`src/rtl/convsched_pkg.sv`:
```
package convsched_pkg;

    typedef enum logic [1:0] {
        RATE_500 = 2'b00,
        RATE_300 = 2'b01,
        RATE_250 = 2'b10,
        RATE_200 = 2'b11
    } rate_code_t;

    typedef struct packed {
        logic fast;
        logic slow;
    } conv_evt_t;

    localparam int SUB_PER_SLOW = 10;

    function automatic int pick_period(rate_code_t c, int p0, int p1, int p2, int p3);
        case (c)
            RATE_500: return p0;
            RATE_300: return p1;
            RATE_250: return p2;
            default:  return p3;
        endcase
    endfunction

    function automatic int max_of4(int a, int b, int c, int d);
        int m;
        m = a;
        if (b > m) m = b;
        if (c > m) m = c;
        if (d > m) m = d;
        return m;
    endfunction

endpackage

```
`src/rtl/convsched_fast_timer.sv`:
```
module convsched_fast_timer
    import convsched_pkg::*;
#(
    parameter int P0 = 200000,
    parameter int P1 = 120000,
    parameter int P2 = 100000,
    parameter int P3 = 80000,
    parameter int CNT_W = 18
) (
    input  logic       clk,
    input  logic       rst,
    input  logic       run,
    input  logic       restart,
    input  rate_code_t code,
    output logic       tick
);
    logic [CNT_W-1:0] cnt;
    logic [CNT_W-1:0] last;

    always_comb begin
        last = CNT_W'(pick_period(code, P0, P1, P2, P3) - 1);
        tick = run && !restart && (cnt == last);
    end

    always_ff @(posedge clk) begin
        if (rst || !run || restart)
            cnt <= '0;
        else if (tick)
            cnt <= '0;
        else
            cnt <= cnt + 1'b1;
    end
endmodule

```
`src/rtl/convsched_sub_index.sv`:
```
module convsched_sub_index #(
    parameter int RATIO = 10
) (
    input  logic clk,
    input  logic rst,
    input  logic run,
    input  logic restart,
    input  logic tick,
    output logic slow_tick
);
    localparam int IDX_W = (RATIO > 1) ? $clog2(RATIO) : 1;
    localparam logic [IDX_W-1:0] IDX_LAST = IDX_W'(RATIO - 1);

    logic [IDX_W-1:0] idx;

    always_comb slow_tick = tick && (idx == IDX_LAST);

    always_ff @(posedge clk) begin
        if (rst || !run || restart)
            idx <= '0;
        else if (tick)
            idx <= (idx == IDX_LAST) ? '0 : idx + 1'b1;
    end
endmodule

```
`src/rtl/convsched_ready_flag.sv`:
```
module convsched_ready_flag (
    input  logic clk,
    input  logic rst,
    input  logic evt,
    input  logic clear,
    output logic ready,
    output logic overrun
);
    always_ff @(posedge clk) begin
        if (rst) begin
            ready   <= 1'b0;
            overrun <= 1'b0;
        end else begin
            ready <= evt || (ready && !clear);
            if (evt && ready && !clear)
                overrun <= 1'b1;
            else if (clear)
                overrun <= 1'b0;
        end
    end
endmodule

```
`src/rtl/convsched_top.sv`:
```
module convsched_top
    import convsched_pkg::*;
#(
    parameter int P0 = 200000,
    parameter int P1 = 120000,
    parameter int P2 = 100000,
    parameter int P3 = 80000,
    parameter int RATIO = SUB_PER_SLOW
) (
    input  logic       clk,
    input  logic       rst,
    input  logic       chip_sel,
    input  logic [1:0] rate_sel,
    input  logic       rd_ack,
    output logic       fast_done,
    output logic       slow_done,
    output logic       data_ready,
    output logic       overrun
);
    localparam int PMAX  = max_of4(P0, P1, P2, P3);
    localparam int CNT_W = $clog2(PMAX + 1);

    rate_code_t rate_q;
    rate_code_t rate_in;
    logic       restart;
    logic       tick;
    logic       slow_tick;
    conv_evt_t  evt_q;

    always_comb begin
        rate_in = rate_code_t'(rate_sel);
        restart = chip_sel && (rate_in != rate_q);
    end

    always_ff @(posedge clk) begin
        if (rst) begin
            rate_q <= RATE_500;
            evt_q  <= '0;
        end else begin
            rate_q     <= rate_in;
            evt_q.fast <= tick;
            evt_q.slow <= slow_tick;
        end
    end

    convsched_fast_timer #(
        .P0(P0), .P1(P1), .P2(P2), .P3(P3), .CNT_W(CNT_W)
    ) u_fast (
        .clk(clk), .rst(rst), .run(chip_sel), .restart(restart),
        .code(rate_q), .tick(tick)
    );

    convsched_sub_index #(.RATIO(RATIO)) u_sub (
        .clk(clk), .rst(rst), .run(chip_sel), .restart(restart),
        .tick(tick), .slow_tick(slow_tick)
    );

    convsched_ready_flag u_rdy (
        .clk(clk), .rst(rst), .evt(tick), .clear(rd_ack),
        .ready(data_ready), .overrun(overrun)
    );

    always_comb begin
        fast_done = evt_q.fast;
        slow_done = evt_q.slow;
    end
endmodule

```
`config.mk`:
```
export PLATFORM = sky130hd
export DESIGN_NAME = convsched_top
export DESIGN_NICKNAME = d
export VERILOG_FILES = /design/src/rtl/convsched_pkg.sv /design/src/rtl/convsched_fast_timer.sv /design/src/rtl/convsched_sub_index.sv /design/src/rtl/convsched_ready_flag.sv /design/src/rtl/convsched_top.sv
export SDC_FILE = /design/constraint.sdc
export NUM_CORES = 1
export LEC_CHECK = 0
export ABC_AREA = 0
export BUFFER_PORTS_ARGS = -buffer_cell sky130_fd_sc_hd__buf_4
export CAP_MARGIN = 0
export CORE_UTILIZATION = 35
export CTS_BUF_LIST = sky130_fd_sc_hd__clkbuf_4
export DETAILED_ROUTE_END_ITERATION = 7
export GPL_TIMING_DRIVEN = 0
export PLACE_DENSITY = 0.59
export SLEW_MARGIN = 20
export SYNTH_ARGS = -nofsm -noshare
export SYNTH_HDL_FRONTEND = slang
export SYNTH_SLANG_ARGS = --single-unit
```
`constraint.sdc`:
```
create_clock -name clk -period 3 [get_ports clk]
set_input_delay 0.45 -clock clk [delete_from_list [all_inputs] [get_ports clk]]
set_output_delay 0.45 -clock clk [all_outputs]
set_load 0.005 [all_outputs]
```
* Word-level counts from Yosys, hierarchy flattened *
Cells that the tools add are included.
W data, S select, Z words.

storage, ports and cells
  memories = 0
  bits in writable memories = 0
  input port bits = 6
  latch bits = 0
  output and inout bits = 4
  bits in read-only memories = 0
  register bits after elaboration = 28

cells by class
  reductions and logical operators = 16
  bitwise logic cells = 0
  div/mod/pow operators = 0
  add/subtract/negate cells = 3
  equality and inequality tests = 5
  multiply operators = 0
  shifts and indexed selects = 0
  mux-type cells = 4
  order comparisons = 0

operators by type and width
  cell                     count
  $pmux W18 S3             1
  $add A18 B1 Y18 const B  1
  $eq A18 B18 Y1           1
  $sub A18 B1 Y18 const B  1
  $logic_and A1 B1 Y1      7
  $add A4 B1 Y4 const B    1
  $eq A4 B4 Y1 const B     1
  $mux W4                  1
  $logic_not A1 Y1         3
  $logic_or A1 B1 Y1       3
  $eq A2 B1 Y1 const B     1
  $eq A2 B2 Y1 const B     1
  $logic_not A2 Y1         1
  $mux W1                  2
  $ne A2 B2 Y1             1
  $reduce_bool A2 Y1       1
  $reduce_or A2 Y1         1

* Longest topological paths before layout *
  word-level depth = 8
  gate-level depth with buffers = 8

* Hierarchy *
From an unflattened synthesis, not the netlist that was laid out.

unflattened totals
  cells, all modules = 154
  area, all modules = 1435.1 µm²

by module, submodules not included
  module                cells each  instances  area an instance (µm²)  sequential area each (µm²)
  convsched_fast_timer  115         1          1044.8                  360.3
  convsched_sub_index   21          1          191.4                   80.1
  convsched_top         11          1          130.1                   80.1
  convsched_ready_flag  7           1          68.8                    40.0

* Worst setup path after synthesis *
OpenSTA, ideal clock, no wires.

  path type = reg-to-reg
  from = register rate_q[0]
  to = register u_sub.idx[2]
  path slack = 0.830 ns
  stages on the path, launching flop included = 8
  data required time = 2.930 ns
  arrival time = 2.100 ns
  setup time = 0.070 ns
  clock period less this slack = 2.170 ns
  cell sequence = dfxtp_1 inv_1 ha_1 or3b_4 a22oi_4 nand4_4 or4_1 a21oi_1

on the way
  longest elaborated chain between the ends = 5
  elaborated cells on any way between the ends = 12
  those cells by class = add/sub: 1; eq/ne: 4; mux: 1; reduce/logical: 6

RTL lines
  what                                                   RTL line                                                text
  from (decl)                                            convsched_top.sv:23                                     rate_code_t rate_q;
  from (signal assigned)                                 convsched_top.sv:40                                     rate_q <= rate_in;
  $eq A2 B2 Y1 (tied with other cells)                   convsched_pkg.sv:18                                     case (c)
  $pmux W18 S3 or $logic_and A1 B1 Y1 (tied branches)    convsched_pkg.sv:18, convsched_top.sv:32
  $sub A18 B1 Y18 or $logic_not A1 Y1 (tied branches)    convsched_fast_timer.sv:21, convsched_fast_timer.sv:22
  $eq A18 B18 Y1 or $logic_and A1 B1 Y1 (tied branches)  convsched_fast_timer.sv:22                              tick = run && !restart && (cnt == last);
  $logic_and A1 B1 Y1                                    convsched_fast_timer.sv:22
  to (signal assigned)                                   convsched_sub_index.sv:22                               idx <= (idx == IDX_LAST) ? '0 : idx + 1'b1;
  to (decl)                                              convsched_sub_index.sv:14                               logic [IDX_W-1:0] idx;

Parallel ways exist; a longest one is shown, timed or not.
A chain may end at the register's enable or synchronous reset.

* Worst setup path after layout *
  from = register rate_q[0]
  to = register u_fast.cnt[17]

on the way
  longest elaborated chain between the ends = 6
  elaborated cells on any way between the ends = 13
  those cells by class = add/sub: 1; eq/ne: 4; mux: 1; reduce/logical: 7

RTL lines
  what                                                   RTL line                                                text
  $eq A2 B2 Y1 (tied with other cells)                   convsched_pkg.sv:18
  $pmux W18 S3 or $logic_and A1 B1 Y1 (tied branches)    convsched_pkg.sv:18, convsched_top.sv:32
  $sub A18 B1 Y18 or $logic_not A1 Y1 (tied branches)    convsched_fast_timer.sv:21, convsched_fast_timer.sv:22
  $eq A18 B18 Y1 or $logic_and A1 B1 Y1 (tied branches)  convsched_fast_timer.sv:22
  $logic_and A1 B1 Y1                                    convsched_fast_timer.sv:22
  $reduce_or A2 Y1 (no line) (*)                         -
  to (signal assigned)                                   convsched_fast_timer.sv:31                              cnt <= cnt + 1'b1;
  to (decl)                                              convsched_fast_timer.sv:17                              logic [CNT_W-1:0] cnt;

Every way passes the cells marked *; elsewhere a longest branch is shown, timed or not.

==> results.sh <==
export IMPL_ir_worst_vdd_v=0.000195
export IMPL_worstSkewPairLatency_ns=0.34
export IMPL_io_pins=10
export IMPL_final_nets=183
export IMPL_num_antenna_cells=0
export IMPL_rows=22
export IMPL_netlist_top_cells_area="dfxtp_1 (40%), nor2_1 (7.9%), xor2_1 (7.6%)"
export IMPL_total_power_uw=654
export IMPL_pwr_share_clk=0.382
export IMPL_clockBufferDepth=2
export IMPL_p_seq_frac=0.577
export IMPL_crit_arrival_ns=2.69
export IMPL_status="complete, no violations"
export IMPL_grt_overflow_total=0
export IMPL_die_y_microns=64.9
export IMPL_drtIter0Drc=27
export IMPL_stdcell_area_sq_mm=0.00157
export IMPL_worst_slew_pin_transition_ns=0.774
export IMPL_crit_buf_inv=2
export IMPL_ys_ff_latch=28
export IMPL_path_class="register to register"
export IMPL_syn2layout_area_growth_pct=13.0
export IMPL_initial_utilization=0.373
export IMPL_grt_pass1_wl_microns=4710
export IMPL_critPathRequiredTime_ns=3.23
export IMPL_maxSlewHeadroom=0.480
export IMPL_swShare=0.203
export IMPL_clkTransAtPathRegs_ns=0.16
export IMPL_synth_cells=156
export IMPL_yosysSeqAreaShare=0.405
export IMPL_core_sq_mm=0.00372
export IMPL_rsz0062_at_grt="no"
export IMPL_cts_tree="built"
export IMPL_post_dp_cell_area_sq_mm=0.00151
export IMPL_critical_path_top_delay_family="simple AND/OR/NAND/NOR gates"
export IMPL_routed_wirelength_microns=2560
export IMPL_start_kind="register"
export IMPL_cp_cell_sequence="inv_1, ha_1, or3b_4, a22oi_4, nand4_4, nand2_1, buf_2, nor2_1"
export IMPL_postSynthAreaPerCell_sq_um=8.88
export IMPL_clock_sinks=28
export IMPL_netlist_area_sq_mm=0.00139
export IMPL_max_freq_mhz=407
export IMPL_cpMaxStageDelayCell="dfxtp_1"
export IMPL_worstHoldPathType="input pin to register"
export IMPL_yosysTopAreaCell="dfxtp_1"
export IMPL_viasPerCell=4.92
export IMPL_setup_tns_ns=0
export IMPL_wl_per_cell_microns=11.8
export IMPL_fin_util=0.421
export IMPL_cp_end_kind="register"
export IMPL_final_common_cell="nor2_1"
export IMPL_ctsHoldBuffers=0
export IMPL_final_cells=217
export IMPL_cts_resized=0
export IMPL_combPwrFrac=0.042
export IMPL_finalClockSkew_ns=0.0146
export IMPL_final_antenna_net_count=0
export IMPL_finalSetupViolations=0
export IMPL_cap_violations=0
export IMPL_leakage_uw=0.000553
export IMPL_slew_violations=0
export IMPL_period_share=0.819
export IMPL_n_fill_cell=377
export IMPL_dieArea_sq_mm=0.00421
export IMPL_synth_fp_nets=169
export IMPL_slowest_delay_ns=0.48
export IMPL_grt_pass1_vias=1070
export IMPL_antenna_found_initial=0
export IMPL_grt_max_degree=17
export IMPL_cts_root_buf="clkbuf_4"
export IMPL_drive_above_1_share=0.124
export IMPL_internal_power_uw=522
export IMPL_io_buffers=9
export IMPL_drc_errors=0
export IMPL_ys_warn_count=0
export IMPL_hold_viol_final=0
export IMPL_grt_use_total=0.143
export IMPL_vias=1068
export IMPL_synth_top_area_frac=0.405
export IMPL_yosys_cell_types_count=35
export IMPL_min_period_ns=2.46
export IMPL_place_hpwl_microns=1990
export IMPL_cp_max_fo=10
export IMPL_numCtsBuffers=3
export IMPL_htree_levels=1
export IMPL_dp_cells=213
export IMPL_place_congestion=0.827
export IMPL_die_width_microns=64.9
export IMPL_layout_common_cells="nor2_1 (29), dfxtp_1 (28), xor2_1 (12), nand2_1 (11), xnor2_1 (10)"
export IMPL_p_per_area_mw_per_mm2=418
export IMPL_post_cts_buffers=0
export IMPL_p_switching_uw=132
export IMPL_firstDrtPassIters=4
-- per-layer routing --
metal  vias to the layer above  GRT usage  routed length, microns
met2                         9      0.250                    1250
met4                         0     0.0667                      27
met1                       509      0.176                    1250
met3                         2     0.0106                      34
met5                         -          0                       0
li1                        548          -                       -
-- Yosys cell counts, drive strengths merged --
library cell	count
nor3	5
nand3b	2
nor2b	2
clkbuf	1
dfxtp	28
or4	3
o21ai	1
xnor2	10
a22oi	1
nand4b	1
a21oi	3
and3	3
buf	1
or3b	2
inv	7
ha	7
nand2	11
mux2i	1
nand2b	2
or3	1
nor2	29
o21a	1
nand4	8
and2	1
or2	2
o221a	1
a211oi	1
xor2	12
o31ai	1
nand3	8
-- through the flow --
stage | hold WS, ns | worst slack (ns)
6_report | 0.297 | 0.544
5_1_grt | 0.289 | 0.339
4_1_cts | 0.289 | 0.512
3_5_place_dp | 0.456 | 0.556
3_3_place_gp | 0.441 | 0.597
2_1_floorplan | 0.430 | 0.830
-- final timing paths --
check	slack, ns	cells after the start	start	endpoint
setup / recovery	0.54	8	rate_q[0]	u_fast.cnt[17]
hold / removal	0.30	2	rst	u_rdy.ready
setup reg to reg	0.54	8	rate_q[0]	u_fast.cnt[17]
hold reg to reg	0.48	1	u_fast.cnt[0]	u_fast.cnt[0]
-- power by group through the flow --
stage / combinational [uW] / clock [uW] / sequential, uW
after floorplan: 16.4 / 0 / 385
after global placement: 26.3 / 0 / 385
after detailed placement: 27.4 / 0 / 385
after CTS: 27.6 / 258 / 377
after global routing: 31.2 / 271 / 378
final: 27.2 / 250 / 377
-- area by class of cell --
class,count,area [sq um],share of cell area
clock inverter,1,30.0,0.0192
buffer,2,8.76,0.00560
clock buffer,3,22.5,0.0144
tap,48,60.1,0.0384
sequential,28,561,0.358
multi-input combinational,119,790,0.504
timing repair buffer,9,67.6,0.0432
inverter,7,26.3,0.0168
-- cells by family (layout without fill, tap and decap cells) --
family,after synthesis,in the layout,share of synthesized area
AOI/OAI and AO/OA,9,9,0.0569
and+or+nand+nor,80,80,0.304
buffers and inverters,9,22,0.0253
xor gates and xnor gates,22,22,0.139
muxes,1,1,0.00723
adders and majority gates,7,7,0.0632
DFF,28,28,0.405
-- registers in the layout (all words and copies together) (netlist names) --
signal and count:
slow_done 1, u_rdy.ready 1, rate_q 2, u_fast.cnt 18
u_sub.idx 4, u_rdy.overrun 1, fast_done 1
No activity file was read; power rests on OpenSTA's default activity.
